### src/rtl/uidc_pkg.sv
package uidc_pkg;

    localparam int          BYTE_W   = 8;
    localparam logic [7:0]  CRC_POLY = 8'h07;
    localparam logic [7:0]  CRC_INIT = 8'hFF;

    typedef logic [BYTE_W-1:0] byte_t;

    // Outcome of one completed record
    typedef struct packed {
        logic fin;
        logic ok;
    } verdict_t;

    // One byte folded into the CRC: xor in, then eight shift steps
    function automatic byte_t crc8_byte(input byte_t crc, input byte_t data);
        byte_t v;
        v = crc ^ data;
        for (int k = 0; k < BYTE_W; k++) begin
            if (v[BYTE_W-1]) v = (v << 1) ^ CRC_POLY;
            else             v = v << 1;
        end
        return v;
    endfunction

endpackage

### src/rtl/uidc_seq.sv
module uidc_seq #(
    parameter int ID_BYTES = 8,
    parameter int CNT_W    = 4
) (
    input  logic             clk,
    input  logic             rst,
    input  logic             clr,
    input  logic             in_valid,
    output logic             in_ready,
    output logic             accept,
    output logic             hdr_acc,
    output logic             fin_acc,
    output logic [CNT_W-1:0] idx,
    output logic             done
);

    logic [CNT_W-1:0] idx_q;
    logic             done_q;
    logic             at_hdr;
    logic             at_last;

    assign in_ready = ~clr;
    assign accept   = in_valid & in_ready;
    assign at_hdr   = (idx_q == '0);
    assign at_last  = (idx_q == CNT_W'(ID_BYTES));
    assign hdr_acc  = accept & at_hdr;
    assign fin_acc  = accept & at_last;
    assign idx      = idx_q;
    assign done     = done_q;

    always_ff @(posedge clk) begin
        if (rst || clr) begin
            idx_q <= '0;
        end else if (accept) begin
            idx_q <= at_last ? '0 : idx_q + 1'b1;
        end
    end

    always_ff @(posedge clk) begin
        if (rst) done_q <= 1'b0;
        else     done_q <= fin_acc;
    end


    done_single_chk: assert property (@(posedge clk) disable iff (rst)
        done_q |=> !done_q);


    done_cause_chk: assert property (@(posedge clk) disable iff (rst)
        done_q |-> $past(accept && at_last));


    clr_restart_chk: assert property (@(posedge clk) disable iff (rst)
        clr |=> (idx_q == '0));


    idx_range_chk: assert property (@(posedge clk) disable iff (rst)
        idx_q <= CNT_W'(ID_BYTES));

endmodule

### src/rtl/uidc_crc_unit.sv
module uidc_crc_unit
    import uidc_pkg::*;
(
    input  logic  clk,
    input  logic  rst,
    input  logic  clr,
    input  logic  load_hdr,
    input  logic  step_en,
    input  byte_t din,
    output byte_t crc_next
);

    byte_t crc_q;

    assign crc_next = crc8_byte(crc_q, din);

    always_ff @(posedge clk) begin
        if (rst || clr || load_hdr) begin
            crc_q <= CRC_INIT;
        end else if (step_en) begin
            crc_q <= crc_next;
        end
    end


    crc_hold_chk: assert property (@(posedge clk) disable iff (rst || clr)
        (!step_en && !load_hdr) |=> $stable(crc_q));

endmodule

### src/rtl/uidc_id_asm.sv
module uidc_id_asm
    import uidc_pkg::*;
#(
    parameter int ID_BYTES = 8,
    parameter int CNT_W    = 4,
    localparam int ID_W    = ID_BYTES * BYTE_W
) (
    input  logic             clk,
    input  logic             rst,
    input  logic             clr,
    input  logic             wr_en,
    input  logic [CNT_W-1:0] idx,
    input  byte_t            din,
    output logic [ID_W-1:0]  id_next
);

    logic [ID_W-1:0] id_q;

    for (genvar g = 0; g < ID_BYTES; g++) begin : g_slot
        logic hit;
        assign hit = wr_en && (idx == CNT_W'(g + 1));
        assign id_next[g*BYTE_W +: BYTE_W] = hit ? din : id_q[g*BYTE_W +: BYTE_W];

        always_ff @(posedge clk) begin
            if (rst || clr) id_q[g*BYTE_W +: BYTE_W] <= '0;
            else if (hit)   id_q[g*BYTE_W +: BYTE_W] <= din;
        end
    end

endmodule

### src/rtl/uid_crc_check.sv
module uid_crc_check
    import uidc_pkg::*;
#(
    parameter int ID_BYTES = 8,
    localparam int ID_W    = ID_BYTES * BYTE_W,
    localparam int CNT_W   = $clog2(ID_BYTES + 1)
) (
    input  logic            clk,
    input  logic            rst,
    input  logic            clr,
    input  logic            in_valid,
    input  logic [7:0]      in_data,
    output logic            in_ready,
    output logic [ID_W-1:0] id_out,
    output logic            match,
    output logic            crc_err,
    output logic            id_valid,
    output logic            done
);

    logic             accept;
    logic             hdr_acc;
    logic             fin_acc;
    logic [CNT_W-1:0] idx;
    byte_t            crc_next;
    byte_t            expect_q;
    logic [ID_W-1:0]  id_next;
    logic [ID_W-1:0]  id_out_q;
    logic             match_q;
    logic             err_q;
    logic             valid_q;
    verdict_t         vd;

    uidc_seq #(.ID_BYTES(ID_BYTES), .CNT_W(CNT_W)) u_seq (
        .clk(clk), .rst(rst), .clr(clr), .in_valid(in_valid),
        .in_ready(in_ready), .accept(accept), .hdr_acc(hdr_acc),
        .fin_acc(fin_acc), .idx(idx), .done(done)
    );

    uidc_crc_unit u_crc (
        .clk(clk), .rst(rst), .clr(clr), .load_hdr(hdr_acc),
        .step_en(accept && !hdr_acc), .din(in_data), .crc_next(crc_next)
    );

    uidc_id_asm #(.ID_BYTES(ID_BYTES), .CNT_W(CNT_W)) u_asm (
        .clk(clk), .rst(rst), .clr(clr), .wr_en(accept), .idx(idx),
        .din(in_data), .id_next(id_next)
    );

    assign vd.fin = fin_acc;
    assign vd.ok  = (crc_next == expect_q);

    always_ff @(posedge clk) begin
        if (rst) expect_q <= '0;
        else if (hdr_acc) expect_q <= in_data;
    end

    always_ff @(posedge clk) begin
        if (rst) begin
            id_out_q <= '0;
            match_q  <= 1'b0;
            err_q    <= 1'b0;
            valid_q  <= 1'b0;
        end else begin
            err_q <= vd.fin && !vd.ok;
            if (vd.fin) begin
                id_out_q <= id_next;
                match_q  <= vd.ok;
                valid_q  <= vd.ok;
            end else if (clr || hdr_acc) begin
                valid_q  <= 1'b0;
            end
        end
    end

    assign id_out   = id_out_q;
    assign match    = match_q;
    assign crc_err  = err_q;
    assign id_valid = valid_q;


    err_done_chk: assert property (@(posedge clk) disable iff (rst)
        crc_err |-> (done && !match && !id_valid));


    valid_match_chk: assert property (@(posedge clk) disable iff (rst)
        id_valid |-> match);


    valid_rise_chk: assert property (@(posedge clk) disable iff (rst)
        $rose(id_valid) |-> done);

endmodule

### config.mk
export PLATFORM = sky130hd
export DESIGN_NAME = uid_crc_check
export DESIGN_NICKNAME = d
export VERILOG_FILES = /design/src/rtl/uidc_pkg.sv /design/src/rtl/uidc_seq.sv /design/src/rtl/uidc_crc_unit.sv /design/src/rtl/uidc_id_asm.sv /design/src/rtl/uid_crc_check.sv
export SDC_FILE = /design/constraint.sdc
export NUM_CORES = 1
export LEC_CHECK = 0
export ABC_AREA = 1
export BUFFER_PORTS_ARGS = -buffer_cell sky130_fd_sc_hd__buf_2
export CAP_MARGIN = 20
export CORE_UTILIZATION = 55
export CTS_CLUSTER_SIZE = 14
export DETAILED_ROUTE_END_ITERATION = 10
export PLACE_DENSITY = 0.77
export SLEW_MARGIN = 20
export SYNTH_ARGS = -nofsm -noshare
export SYNTH_HDL_FRONTEND = slang
export SYNTH_SLANG_ARGS = --single-unit
### constraint.sdc
create_clock -name clk -period 3.51 [get_ports clk]
set_input_delay 0.351 -clock clk [delete_from_list [all_inputs] [get_ports clk]]
set_output_delay 0.351 -clock clk [all_outputs]
set_load 0.005 [all_outputs]
---- After elaboration in Yosys (flattened, before gate mapping) ----
Cells that the tools add are included.
cells by class
  add/subtract/negate cells ............... 1
  multipliers ............................. 0
  divide/modulo/power cells ............... 0
  magnitude comparators ................... 0
  equal/unequal tests ..................... 9
  shift operators ......................... 0
  multiplexer cells ....................... 19
  bitwise operators ....................... 13
  reductions and logical operators ........ 17
operators by type and width
  operator                                        number
  two-way mux 8 bit                               8
  two-way mux 3 bit                               8
  inverter 3 bit                                  8
  == test 4 x 3 -> 1 bit (second input constant)  4
  logical AND 1 bit                               10
  == test 4 x 2 -> 1 bit (second input constant)  2
  == test 8 bit                                   1
  bitwise XOR 8 bit                               1
  adder 4 x 1 -> 4 bit (second input constant)    1
  == test 4 x 1 -> 1 bit (second input constant)  1
  == test 4 bit (second input constant)           1
  logical NOT 4 bit                               1
  two-way mux 4 bit                               1
  bitwise AND 1 bit                               3
  logical OR 1 bit                                3
  logical NOT 1 bit                               2
  two-way mux 1 bit                               2
  nonzero test 2 bit                              1
  inverter 1 bit                                  1
word-level totals
  flip-flop bits (word level) ............. 152
  bits in latches ......................... 0
  memory bits (writable) .................. 0
  bits in read-only memories .............. 0
  bits of input ports ..................... 12
  output and inout bits ................... 69
  word-level logic and storage cells ...... 75
  memories ................................ 0

---- Depth between registers and ports, before layout ----
  word-level depth ........................ 20
  gate-level depth with buffers ........... 14
  depth with buffers taken out ............ 14

---- Modules after synthesis ----
Synthesis repeated with hierarchy kept, for this count alone.
second synthesis, totals
  cells, all modules ...................... 971
  area total of the unflattened synthesis .. 6856.6 sq um
modules (own cells, without submodules)
  module         instances  cells an instance  area each (sq um)  seq. area each (sq um)
  uidc_id_asm    1          468                2981.6             1281.2
  uid_crc_check  1          354                2886.5             1501.4
  uidc_crc_unit  1          113                698.2              160.2
  uidc_seq       1          36                 290.3              100.1

---- Least setup slack after synthesis ----
OpenSTA, ideal clock, no wires.
  path kind ............................... register to register
  start point ............................. reg u_seq.idx_q[0] (netlist: u_seq.idx[0])
  end point ............................... reg id_out_q[29] (netlist: id_out[29])
  setup time .............................. 116 ps
  data arrival time ....................... 1525 ps
  data required time ...................... 3394 ps
  slack ................................... 1868 ps
  stages on the path, launching flop included .. 11
  buffers on the path ..................... 1
  period minus slack after synthesis ...... 1642 ps
  cells stage by stage .................... dfxtp_1 inv_1 ha_1 inv_1 nor4_4 buf_4 nand2_1 o21ai_0 nand2_1 o211ai_1 inv_1
between the ends
  longest elaborated chain between the ends .. 3
  elaborated cells between the ends (all ways) .. 5
  classes of those cells .................. 2 x eq/ne; 1 x mux; 1 x bitwise; 1 x reduce/logical
RTL lines
  element                   line                 source
  start: declaration        uidc_seq.sv:17       logic [CNT_W-1:0] idx_q;
  start signal: assignment  uidc_seq.sv:35       idx_q <= at_last ? '0 : idx_q + 1'b1;
  == test 4 x 3 -> 1 bit    uidc_id_asm.sv:21    assign hit = wr_en && (idx == CNT_W'(g + 1));
  logical AND 1 bit         uidc_id_asm.sv:21
  two-way mux 8 bit         -
  end signal: assignment    uid_crc_check.sv:67  id_out_q <= id_next;
  end: declaration          uid_crc_check.sv:28  logic [ID_W-1:0] id_out_q;
Several ways; a longest one is shown, not always the timed one.
A chain may end at the register's enable or synchronous reset.

---- Worst setup path after layout ----
  start point ............................. reg u_seq.idx_q[1] (netlist: u_seq.idx[1])
  end point ............................... reg id_out_q[28] (netlist: id_out[28])
Same word-level chain as after synthesis.

==> results.py <==
metrics = {
    "floorplan": {
        "fp.coreArea_sq_um": 10320,
        "rows": 37,
        "die_area_sq_um": 11020,
        "die_y_um": 105.0,
        "ios": 81,
        "start_util_pct": 56.51,
        "fp.dieW_um": 105.0,
    },
    "worst_setup_path": {
        "crit_chain": "inv_1, ha_1, nand2_1, nor2_1, nand2_1, clkinv_2, buf_4, nand2_1, o211ai_1, inv_1",
        "crit_top_cell": "nand2_1",
        "reg2reg_slack_ns": 1.18,
        "start_kind": "register",
        "cp_max_fo": 70,
        "cp-endpoint": "id_out[28]",
        "cp.required_ns": 3.93,
        "cp_slowest_cell": "buf_4",
        "r2r_cells": 10,
        "crit_family": "buffers and inverters",
        "r2r-end": "id_out[28]",
        "worstSetupPathType": "register to register",
        "r2r_start": "u_seq.idx[1]",
        "cp.arrival_ns": 2.75,
        "worstSetupStartpoint": "u_seq.idx[1]",
        "cp_num_buf_inv": 4,
        "path_depth": 10,
        "end_kind": "register",
        "max_stage_delay_ns": 0.52,
    },
    "flow_run": {
        "cap_violations": 0,
    },
    "clock_network": {
        "cts.sinks": 144,
        "path_clk_slew_ns": 0.06,
        "cts_setup_buffers": 0,
        "cts_resized": 0,
        "max-clock-path-buffers": 2,
        "cts-hold-fix-buffers": 0,
        "htree_num_levels": 4,
        "worstSkewPairLatency_ns": 0.52,
        "cts_buffers": 17,
        "clock-root-buffer": "clkbuf_8",
        "cts_tree": "built",
    },
    "synthesis": {
        "yosysSeqAreaShare_pct": 49.41,
        "synth.avg_cell_area_sq_um": 7.357,
        "yosys.area.top_type": "dfxtp_1",
        "synth.distinct_cells": 21,
        "synth_top_area_share_pct": 49.41,
        "ys_ff_latch": 144,
        "synth_fp_nets": 809,
        "netlist_area_sq_um": 5834,
        "synth.area.top_cells": "dfxtp_1 (49%), nand2_1 (15%), o211ai_1 (8.2%)",
        "syn_inst": 793,
        "yosys_warnings": 0,
    },
    "global_route": {
        "use_met1_pct": 34.49,
        "grt_overflow": 0,
        "grt_pass1_vias": 4959,
        "grt_antenna_before_repair": 0,
        "grt_busiest_layer": "met2",
        "grt_util_met2_pct": 44.28,
        "grt_max_degree": 71,
        "grt_pass1_wl_um": 23570,
        "use_met3_pct": 6.987,
        "grt_usage_pct": 27.18,
    },
    "status": {
        "status": "finished clean",
    },
    "layout": {
        "antennaDiodeCount": 0,
        "fin_nets": 875,
        "final_core_util_pct": 66.03,
        "syn2layout_area_growth_pct": 16.83,
        "drive_gt1_share_pct": 15.71,
        "fillerInstances": 863,
    },
    "sta": {
        "worstMarginPinSlew_ns": 0.7858,
        "setup_slack_ns": 1.182,
        "fmax_ghz": 0.4296,
        "rsz0062_at_grt": "no",
        "finalSetupTns_ns": 0,
        "setup_viol": 0,
        "min_period_over_period_pct": 66.32,
        "slew_headroom_pct": 47.61,
        "slew_viol_final": 0,
        "period_minus_slack_ns": 2.328,
        "timing.final.hold_violations": 0,
        "skew_ns": 0.006913,
    },
    "power_and_ir_drop": {
        "power_uw": 3478,
        "vdd_drop_max_uv": 337.9,
        "leakage_uw": 0.003366,
        "power_density_nw_per_um2": 510.2,
    },
    "placement": {
        "finalWeightedCongestion": 0.9095,
        "pre_cts_ws_ns": 1.073,
        "dp.final_hpwl_um": 9483,
        "portBuffers": 80,
    },
    "routing": {
        "wirelength_um": 14200,
        "drt_pass1_iterations": 5,
        "wl_per_cell_um": 14.08,
        "final_antenna_net_count": 0,
        "viasPerCell": 5.240,
        "vias": 5282,
        "drt_iter0_drc": 252,
        "post-route-drc-count": 0,
    },
    "min_path": {
        "hp-class": "input pin to register",
    },
}
-- stage by stage --
step / area (sq um) / hold slack (ns) / cells
final: 6817 / 0.1318 / 1008
after CTS: 6817 / 0.1041 / 1008
after global placement: 6276 / 0.4531 / 976
after global routing: 6817 / 0.1212 / 1008
after detailed placement: 6276 / 0.4561 / 976
after floorplan: 5834 / 0.4444 / 793
-- cells by family (layout without fill, tap and decap cells) --
family	count (synthesis)	after routing	share of synthesized area, %
AOI/OAI and AO/OA	150	150	15.70
buffers and inverters	129	208	8.793
DFF	144	144	49.41
and+or+nand+nor	366	366	25.24
adders and majority gates	4	4	0.8579
-- layer usage --
layer	vias to the layer above	wire length [um]	share of wire [%]
met5	-	0	0
met2	142	6786	48
li1	2674	-	-
met1	2443	6437	45
met4	0	214	1.5
met3	23	756	5.3
-- worst min-delay path by stage --
stage / endpoint / slack [ns] / cells after the start / start
after floorplan: expect_q[0] / 0.44 / 2 / expect_q[0]
after global placement: id_out[56] / 0.45 / 2 / id_out[56]
after detailed placement: id_out[57] / 0.46 / 2 / id_out[57]
after CTS: id_out[57] / 0.10 / 3 / in_data[1]
after global routing: id_out[57] / 0.12 / 3 / in_data[1]
final: id_out[57] / 0.13 / 3 / in_data[1]
-- sequential cells by signal, indices dropped and copies added, names as in the netlist --
name / count
id_out: 64
u_asm.id_q: 56
expect_q: 8
u_crc.crc_q: 8
u_seq.idx: 4
crc_err: 1
id_valid: 1
match: 1
u_seq.done: 1
-- final cells by class --
class                   count  area, sq um  area share, %
flip-flops and latches    144         2883          42.29
clock inverters            11        81.33          1.193
inverters                  90        339.1          4.974
well taps                 136        170.2          2.496
repair buffers             86        445.4          6.535
clock buffers              21        459.2          6.736
multi-input cells         520         2439          35.77
-- tightest hold or removal path, cell delays in order --
cell     delay [ns]
buf_2          0.14
nand2_1        0.07
a21oi_1        0.05
-- synth_stat cells --
cell / n
o21ai_0: 41
inv_1: 80
a21boi_0: 1
nor4_1: 1
a211oi_1: 1
buf_2: 17
inv_2: 10
ha_1: 4
a21oi_1: 43
nor2_2: 4
nand3_2: 3
clkbuf_1: 20
nand3_1: 28
buf_4: 2
nor2_4: 1
nor4_4: 1
o211ai_1: 64
nor2_1: 93
dfxtp_1: 144
nand2_1: 234
nand2_4: 1
-- report_power, final --
part           internal (uW)  switching, uW  leakage, uW
clock                    929            700     0.000261
combinational           50.1            145      0.00194
sequential              1650           6.98      0.00116
-- layout by cell type (no fill, tap or decap), types with 2 or more instances in the layout --
master and count:
nand2_1 234, dfxtp_1 144, nor2_1 93, buf_2 80, inv_1 79, o211ai_1 64
a21oi_1 43, o21ai_0 41, nand3_1 28, clkbuf_16 16, inv_2 9, buf_4 6
nor2_2 4, clkinv_2 4, ha_1 4, clkbuf_8 4, nand3_2 3, clkinvlp_4 3
inv_6 3, clkinv_4 2
Note: power is estimated with default switching activity, not from simulation.
